==> src/rtl/coh_home_pkg.sv <==
package coh_home_pkg;

  typedef enum logic [1:0] {
    DS_SHARED    = 2'd0,
    DS_OWNED     = 2'd1,
    DS_RECALL_SH = 2'd2,
    DS_RECALL_OW = 2'd3
  } dir_mode_e;

  typedef enum logic [2:0] {
    OC_SH_GRANT   = 3'd0,
    OC_EX_GRANT   = 3'd1,
    OC_WB_CALL    = 3'd2,
    OC_INV_CALL   = 3'd3,
    OC_FLUSH_CALL = 3'd4
  } out_cmd_e;

  typedef enum logic [1:0] {
    RC_INV_ACK    = 2'd0,
    RC_WB_DATA    = 2'd1,
    RC_FLUSH_DATA = 2'd2,
    RC_UNUSED     = 2'd3
  } rep_cmd_e;

  localparam logic REQ_SHARED = 1'b0;
  localparam logic REQ_EXCL   = 1'b1;

endpackage

==> src/rtl/coh_low_pick.sv <==
module coh_low_pick #(
  parameter int N_CACHE = 8,
  localparam int ID_W = (N_CACHE > 1) ? $clog2(N_CACHE) : 1
) (
  input  logic [N_CACHE-1:0] vec,
  output logic [ID_W-1:0]    idx,
  output logic               found
);

  // Scan from the top so the lowest set bit is assigned last and wins.
  always_comb begin
    idx   = '0;
    found = 1'b0;
    for (int i = N_CACHE - 1; i >= 0; i--) begin
      if (vec[i]) begin
        idx   = ID_W'(i);
        found = 1'b1;
      end
    end
  end

endmodule

==> src/rtl/coh_dir_store.sv <==
module coh_dir_store
  import coh_home_pkg::*;
#(
  parameter int N_CACHE = 8,
  parameter int ADDR_W  = 4,
  parameter int DATA_W  = 32,
  localparam int DEPTH  = 1 << ADDR_W
) (
  input  logic              clk,
  input  logic              rst_n,
  input  logic [ADDR_W-1:0] rd_addr,
  output dir_mode_e         rd_mode,
  output logic [N_CACHE-1:0] rd_vec,
  output logic [DATA_W-1:0] rd_data,
  input  logic              we,
  input  logic [ADDR_W-1:0] wr_addr,
  input  dir_mode_e         wr_mode,
  input  logic [N_CACHE-1:0] wr_vec,
  input  logic [DATA_W-1:0] wr_data
);

  dir_mode_e          mode_q [DEPTH];
  logic [N_CACHE-1:0] vec_q  [DEPTH];
  logic [DATA_W-1:0]  data_q [DEPTH];

  assign rd_mode = mode_q[rd_addr];
  assign rd_vec  = vec_q[rd_addr];
  assign rd_data = data_q[rd_addr];

  always_ff @(posedge clk or negedge rst_n) begin
    if (!rst_n) begin
      for (int i = 0; i < DEPTH; i++) begin
        mode_q[i] <= DS_SHARED;
        vec_q[i]  <= '0;
        data_q[i] <= '0;
      end
    end else if (we) begin
      mode_q[wr_addr] <= wr_mode;
      vec_q[wr_addr]  <= wr_vec;
      data_q[wr_addr] <= wr_data;
    end
  end


  owner_onehot_chk: assert property (@(posedge clk) disable iff (!rst_n)
    (we && (wr_mode == DS_OWNED || wr_mode == DS_RECALL_OW)) |-> $onehot(wr_vec));

endmodule

==> src/rtl/coh_inv_mcast.sv <==
module coh_inv_mcast #(
  parameter int N_CACHE = 8,
  parameter int ADDR_W  = 4,
  localparam int ID_W = (N_CACHE > 1) ? $clog2(N_CACHE) : 1
) (
  input  logic               clk,
  input  logic               rst_n,
  input  logic               load,
  input  logic [N_CACHE-1:0] load_vec,
  input  logic [ADDR_W-1:0]  load_addr,
  output logic               busy,
  output logic [ID_W-1:0]    dst,
  output logic [ADDR_W-1:0]  addr
);

  logic [N_CACHE-1:0] mask_q, mask_d;
  logic [ADDR_W-1:0]  addr_q, addr_d;
  logic [N_CACHE-1:0] clr_bit;

  coh_low_pick #(.N_CACHE(N_CACHE)) u_pick (
    .vec   (mask_q),
    .idx   (dst),
    .found (busy)
  );

  always_comb begin
    clr_bit      = '0;
    clr_bit[dst] = busy;
    mask_d       = mask_q;
    addr_d       = addr_q;
    if (load) begin
      mask_d = load_vec;
      addr_d = load_addr;
    end else if (busy) begin
      mask_d = mask_q & ~clr_bit;
    end
  end

  always_ff @(posedge clk or negedge rst_n) begin
    if (!rst_n) begin
      mask_q <= '0;
      addr_q <= '0;
    end else begin
      mask_q <= mask_d;
      addr_q <= addr_d;
    end
  end

  assign addr = addr_q;


  load_idle_chk: assert property (@(posedge clk) disable iff (!rst_n)
    load |-> !busy);


  mask_shrink_chk: assert property (@(posedge clk) disable iff (!rst_n)
    busy |=> ((mask_q & ~$past(mask_q)) == '0));

endmodule

==> src/rtl/coh_home_dir.sv <==
module coh_home_dir
  import coh_home_pkg::*;
#(
  parameter int N_CACHE = 8,
  parameter int ADDR_W  = 4,
  parameter int DATA_W  = 32,
  localparam int ID_W = (N_CACHE > 1) ? $clog2(N_CACHE) : 1
) (
  input  logic              clk,
  input  logic              rst_n,
  input  logic              req_valid,
  input  logic              req_cmd,
  input  logic [ID_W-1:0]   req_src,
  input  logic [ADDR_W-1:0] req_addr,
  output logic              req_pop,
  input  logic              rep_valid,
  input  logic [1:0]        rep_cmd,
  input  logic [ID_W-1:0]   rep_src,
  input  logic [ADDR_W-1:0] rep_addr,
  input  logic [DATA_W-1:0] rep_data,
  output logic              out_valid,
  output logic [2:0]        out_cmd,
  output logic [ID_W-1:0]   out_dst,
  output logic [ADDR_W-1:0] out_addr,
  output logic [DATA_W-1:0] out_data
);

  // Directory access
  logic [ADDR_W-1:0]  rd_addr;
  dir_mode_e          rd_mode;
  logic [N_CACHE-1:0] rd_vec;
  logic [DATA_W-1:0]  rd_data;
  logic               wr_en;
  dir_mode_e          wr_mode;
  logic [N_CACHE-1:0] wr_vec;
  logic [DATA_W-1:0]  wr_data;

  // Multicast sequencer
  logic               mc_load;
  logic [N_CACHE-1:0] mc_vec;
  logic               mc_busy;
  logic [ID_W-1:0]    mc_dst;
  logic [ADDR_W-1:0]  mc_addr;

  // Owner lookup and id masks
  logic [ID_W-1:0]    own_idx;
  logic               own_found;
  logic [N_CACHE-1:0] req_bit, rep_bit, others, shrunk;

  // Output message, next value
  logic               o_valid_d;
  out_cmd_e           o_cmd_d;
  logic [ID_W-1:0]    o_dst_d;
  logic [ADDR_W-1:0]  o_addr_d;
  logic [DATA_W-1:0]  o_data_d;

  // Decision from the directory path, before the multicast override
  logic               dec_valid;
  out_cmd_e           dec_cmd;
  logic [ID_W-1:0]    dec_dst;

  assign rd_addr = rep_valid ? rep_addr : req_addr;

  coh_dir_store #(
    .N_CACHE (N_CACHE),
    .ADDR_W  (ADDR_W),
    .DATA_W  (DATA_W)
  ) u_store (
    .clk     (clk),
    .rst_n   (rst_n),
    .rd_addr (rd_addr),
    .rd_mode (rd_mode),
    .rd_vec  (rd_vec),
    .rd_data (rd_data),
    .we      (wr_en),
    .wr_addr (rd_addr),
    .wr_mode (wr_mode),
    .wr_vec  (wr_vec),
    .wr_data (wr_data)
  );

  coh_low_pick #(.N_CACHE(N_CACHE)) u_owner (
    .vec   (rd_vec),
    .idx   (own_idx),
    .found (own_found)
  );

  coh_inv_mcast #(
    .N_CACHE (N_CACHE),
    .ADDR_W  (ADDR_W)
  ) u_mcast (
    .clk       (clk),
    .rst_n     (rst_n),
    .load      (mc_load),
    .load_vec  (mc_vec),
    .load_addr (req_addr),
    .busy      (mc_busy),
    .dst       (mc_dst),
    .addr      (mc_addr)
  );

  always_comb begin
    req_bit          = '0;
    req_bit[req_src] = 1'b1;
    rep_bit          = '0;
    rep_bit[rep_src] = 1'b1;
    others           = rd_vec & ~req_bit;
    shrunk           = rd_vec & ~rep_bit;
  end

  // Next-state decision: replies first, then the head request.
  always_comb begin
    wr_en     = 1'b0;
    wr_mode   = rd_mode;
    wr_vec    = rd_vec;
    wr_data   = rd_data;
    req_pop   = 1'b0;
    mc_load   = 1'b0;
    mc_vec    = '0;
    dec_valid = 1'b0;
    dec_cmd   = OC_SH_GRANT;
    dec_dst   = req_src;

    if (rep_valid) begin
      unique case (rep_cmd_e'(rep_cmd))
        RC_INV_ACK: begin
          if (rd_mode == DS_SHARED || rd_mode == DS_RECALL_SH) begin
            wr_en   = 1'b1;
            wr_vec  = shrunk;
            wr_mode = (shrunk == '0) ? DS_SHARED : rd_mode;
          end
        end
        RC_WB_DATA: begin
          wr_en   = 1'b1;
          wr_mode = DS_SHARED;
          wr_vec  = rep_bit;
          wr_data = rep_data;
        end
        RC_FLUSH_DATA: begin
          wr_en   = 1'b1;
          wr_mode = DS_SHARED;
          wr_vec  = '0;
          wr_data = rep_data;
        end
        default: ;
      endcase
    end else if (req_valid && !mc_busy) begin
      unique case (rd_mode)
        DS_SHARED: begin
          if (req_cmd == REQ_SHARED) begin
            wr_en     = 1'b1;
            wr_vec    = rd_vec | req_bit;
            req_pop   = 1'b1;
            dec_valid = 1'b1;
            dec_cmd   = OC_SH_GRANT;
          end else if (others == '0) begin
            wr_en     = 1'b1;
            wr_mode   = DS_OWNED;
            wr_vec    = req_bit;
            req_pop   = 1'b1;
            dec_valid = 1'b1;
            dec_cmd   = OC_EX_GRANT;
          end else begin
            wr_en   = 1'b1;
            wr_mode = DS_RECALL_SH;
            wr_vec  = others;
            mc_load = 1'b1;
            mc_vec  = others;
          end
        end
        DS_OWNED: begin
          if (rd_vec[req_src] || !own_found) begin
            // The owner asks again: serve it directly.
            wr_en     = 1'b1;
            wr_mode   = (req_cmd == REQ_SHARED) ? DS_SHARED : DS_OWNED;
            wr_vec    = req_bit;
            req_pop   = 1'b1;
            dec_valid = 1'b1;
            dec_cmd   = (req_cmd == REQ_SHARED) ? OC_SH_GRANT : OC_EX_GRANT;
          end else begin
            wr_en     = 1'b1;
            wr_mode   = DS_RECALL_OW;
            dec_valid = 1'b1;
            dec_dst   = own_idx;
            dec_cmd   = (req_cmd == REQ_SHARED) ? OC_WB_CALL : OC_FLUSH_CALL;
          end
        end
        default: ;  // recall in progress: hold the head request
      endcase
    end
  end

  always_comb begin
    if (mc_busy) begin
      o_valid_d = 1'b1;
      o_cmd_d   = OC_INV_CALL;
      o_dst_d   = mc_dst;
      o_addr_d  = mc_addr;
      o_data_d  = '0;
    end else begin
      o_valid_d = dec_valid;
      o_cmd_d   = dec_cmd;
      o_dst_d   = dec_dst;
      o_addr_d  = req_addr;
      o_data_d  = rd_data;
    end
  end

  always_ff @(posedge clk or negedge rst_n) begin
    if (!rst_n) begin
      out_valid <= 1'b0;
      out_cmd   <= '0;
      out_dst   <= '0;
      out_addr  <= '0;
      out_data  <= '0;
    end else begin
      out_valid <= o_valid_d;
      if (o_valid_d) begin
        out_cmd  <= o_cmd_d;
        out_dst  <= o_dst_d;
        out_addr <= o_addr_d;
        out_data <= o_data_d;
      end
    end
  end


  rep_wins_chk: assert property (@(posedge clk) disable iff (!rst_n)
    rep_valid |-> !req_pop);


  pop_reply_chk: assert property (@(posedge clk) disable iff (!rst_n)
    req_pop |=> (out_valid && (out_cmd == OC_SH_GRANT || out_cmd == OC_EX_GRANT)));


  mc_hold_chk: assert property (@(posedge clk) disable iff (!rst_n)
    mc_busy |-> !req_pop);


  rep_silent_chk: assert property (@(posedge clk) disable iff (!rst_n)
    (rep_valid && !mc_busy) |=> !out_valid);

endmodule

==> config.mk <==
export PLATFORM = sky130hd
export DESIGN_NAME = coh_home_dir
export DESIGN_NICKNAME = d
export VERILOG_FILES = /design/src/rtl/coh_home_pkg.sv /design/src/rtl/coh_low_pick.sv /design/src/rtl/coh_dir_store.sv /design/src/rtl/coh_inv_mcast.sv /design/src/rtl/coh_home_dir.sv
export SDC_FILE = /design/constraint.sdc
export NUM_CORES = 2
export LEC_CHECK = 0
export BUFFER_PORTS_ARGS = -buffer_cell sky130_fd_sc_hd__clkbuf_2
export CAP_MARGIN = 20
export CELL_PAD_IN_SITES_DETAIL_PLACEMENT = 1
export CELL_PAD_IN_SITES_GLOBAL_PLACEMENT = 1
export CORE_ASPECT_RATIO = 1.75
export CORE_UTILIZATION = 45
export DETAILED_ROUTE_END_ITERATION = 10
export GPL_ROUTABILITY_DRIVEN = 0
export HOLD_SLACK_MARGIN = 0.02
export PLACE_DENSITY_LB_ADDON = 0.1
export REMOVE_ABC_BUFFERS = 1
export SYNTH_ARGS = -nofsm -noshare
export SYNTH_HDL_FRONTEND = slang
export SYNTH_SLANG_ARGS = --single-unit
==> constraint.sdc <==
create_clock -name clk -period 8.9 [get_ports clk]
set_input_delay 1.335 -clock clk [delete_from_list [all_inputs] [get_ports clk]]
set_output_delay 1.335 -clock clk [all_outputs]
set_load 0.005 [all_outputs]
==> qor.csv <==
metric,value,unit
crit_required,7.57,ns
grt_pass1_vias,32520,
numCtsBuffers,72,
port_buffers,96,
finalPower,12.05,mW
seqPwrFrac,0.446,
top_layer,met4,
fin_ws,1.471,ns
switchingPower,4.294,mW
vias,30000,
power_density,304.7,nW/um^2
period_share,0.8348,
cts_setup_buffers,0,
ys_top_cells_by_count,"nand2_1 (1734), dfrtp_1 (727), clkbuf_1 (231)",
synth.top_cell.area_share,0.5172,
grt_pass1_wl,204.5,mm
yosysUniqueCellTypes,83,
ys_ff_latch,727,
antenna_found_initial,1,
core.rowCount,135,
cp.arrival,6.09,ns
area_growth,12.40,%
rsz0062_at_grt,no,
tightest_slew,1.128,ns
critPathMaxFanout,31,
wl,135.8,mm
setup_viol,0,
min_period,7.429,ns
slew-limit-headroom,0.2478,
maxCapViolations,0,
worstSetupEndpointType,output pin,
die_w,213.3,microns
cts_tree,built,
die_h,371.8,microns
p_int,7.753,mW
dpl.cell_count,4752,
vdd_ir_drop_max,0.4163,mV
wl_met1,51.06,mm
seq_area_frac_synth,0.5172,
combPwrFrac,0.295,
drt_iter0_drc,2369,
clkTransAtPathRegs,0.06,ns
wl_met3,6.458,mm
hpwl,82.35,mm
status,"complete, no violations",
dr.pass1.iters,5,
initial_core_util,0.4546,
wl_met2,69.88,mm
io_pins,97,
cts_root_buf,clkbuf_16,
place_ws,1.483,ns
core,77360,sq um
p_clk_frac,0.258,
synth_flop_cell,dfrtp_1,
swShare,0.3565,
grtUsageTotal,0.3520,
mappedNetlistArea,35170,sq um
hold_class,reg -> reg,
num-nets-final,3858,
drive_gt1_frac,0.1577,
grt_max_degree,188,
overflow,0,
synth-async-reset-ratio,1.000,
avgSynthCellArea,9.273,sq um
drc_errors,0,
synth.top_cells.by_area,"dfrtp_1 (52%), nand2_1 (19%), mux4_2 (8.6%), clkbuf_1 (2.5%), mux2_2 (2.1%)",
vias_per_cell,6.143,
stdcell_count,4883,
wire_per_inst,27.81,microns
hold_violations,0,
synth_edf_count,0,
cts_max_level,3,
yosysTopAreaCell,dfrtp_1,
clock.fmax,0.1346,GHz
ys.warnings.count,0,
syn_inst,3793,
ant_nets,0,
start_kind,input port,
dieArea,79330,sq um
clock_path_buffers,3,
synthMostInstantiatedCell,nand2_1,
cts.sink_count,727,
post_cts_resized,0,
finClkSkew,0.02593,ns
critPathKind,in -> out,
clock_latency,0.66,ns
p_leak,19.31,nW
tns,0,ns
hold_buffers,0,
slew_violations,0,
==> critical path, stage by stage <==
cell and delay [ns]:
clkbuf_2 0.51, or3_1 0.94, a21boi_0 0.26, o41ai_1 0.58, a31oi_1 0.42, a2111oi_2 1.00
nand2_2 0.35, a31o_2 0.43, nor2_1 0.13, clkbuf_2 0.12
==> cell type report <==
cell class | count | area [sq um]
multi-input cells | 2761 | 16030
clock inverters | 21 | 182.7
flip-flops and latches | 727 | 18190
well taps | 1027 | 1285
repair buffers | 229 | 1645
inverters | 11 | 41.29
fillers | 8866 | 37830
clock buffers | 106 | 2153
diodes | 1 | 2.502
==> worst paths after layout <==
check	start	end	slack (ns)	depth (start not counted)
setup / recovery	rep_valid	req_pop	1.47	10
hold / removal	u_store.data_q[237]	u_store.data_q[237]	0.47	2
max in group asynchronous	rst_n	u_store.data_q[410]	6.08	3
setup reg to reg	u_mcast.mask_q[2]	u_store.vec_q[31]	4.29	10
hold reg to reg	u_store.data_q[237]	u_store.data_q[237]	0.47	2
min in group asynchronous	rst_n	u_store.vec_q[72]	0.62	1
==> through the flow <==
step	hold WS, ns	util	cell area, sq um
final	0.4701	0.5110	39530
after global routing	0.4815	0.5110	39530
after CTS	0.4700	0.5101	39460
after detailed placement	0.4553	0.4799	37120
after global placement	0.4441	0.4782	37000
after floorplan	0.4341	-	34000
==> cell families (layout without fill, tap and decap cells) <==
kind of cell	after synthesis	count (layout)	synth area share
flip-flops	727	727	0.5172
other	0	1	0
multiplexers	223	223	0.1137
AO/OA/AOI/OAI	563	563	0.1116
XOR/XNOR	1	1	0.0002491
AND/OR/NAND/NOR	1971	1971	0.2218
adder cells (fa/ha/maj)	3	3	0.001067
buffers and inverters	305	367	0.03440
==> cell usage in the layout, fill, tap and decap left out, types with 6 or more instances in the layout <==
| cell | synthesis | routed |
|---|---|---|
| nand4_1 | 11 | 11 |
| a22oi_1 | 74 | 74 |
| a31oi_1 | 85 | 85 |
| nor2_1 | 93 | 93 |
| nor3_2 | 6 | 12 |
| nand2b_1 | 6 | 6 |
| clkbuf_1 | 231 | 15 |
| clkbuf_16 | 0 | 75 |
| clkinv_2 | 0 | 11 |
| a21boi_0 | 77 | 77 |
| a22o_1 | 7 | 6 |
| a21oi_1 | 37 | 37 |
| buf_4 | 3 | 119 |
| o31ai_1 | 17 | 17 |
| and3_1 | 9 | 9 |
| nand3b_1 | 8 | 8 |
| nor2b_1 | 16 | 16 |
| a41oi_1 | 14 | 14 |
| buf_12 | 0 | 8 |
| nand3_2 | 0 | 6 |
| nand3_1 | 20 | 14 |
| o41ai_1 | 26 | 26 |
| mux2_2 | 65 | 65 |
| clkbuf_8 | 0 | 16 |
| o21a_1 | 26 | 26 |
| mux2i_1 | 20 | 19 |
| a21o_1 | 14 | 14 |
| dfrtp_1 | 727 | 727 |
| mux4_2 | 134 | 134 |
| inv_1 | 10 | 10 |
| o22ai_1 | 7 | 6 |
| nand2_2 | 1 | 9 |
| o21ai_0 | 116 | 116 |
| nand2_1 | 1734 | 1723 |
| clkbuf_2 | 0 | 95 |
| nor3_1 | 29 | 18 |
==> power groups by stage <==
stage	Clock, mW	Combinational, mW	Sequential, mW
after CTS	3.17	3.55	5.34
after detailed placement	0	3.53	5.39
final	3.11	3.56	5.37
after global placement	0	3.31	5.29
after floorplan	0	2.34	5.06
after global routing	3.27	3.91	5.49
==> routing by layer <==
| metal | GRT usage | vias up |
|---|---|---|
| li1 | - | 12790 |
| met1 | 0.4095 | 15810 |
| met2 | 0.6103 | 995 |
| met3 | 0.05021 | 400 |
| met4 | 0.2126 | 0 |
| met5 | 0 | - |
==> flip-flops by register name (all words and copies together) (netlist names) <==
register / cells
out_addr: 4
u_mcast.addr: 4
u_store.mode_q: 32
out_dst: 3
out_data: 32
u_mcast.mask_q: 8
u_store.vec_q: 128
u_store.data_q: 512
out_cmd: 3
out_valid: 1
(Power assumes the default switching activity.)
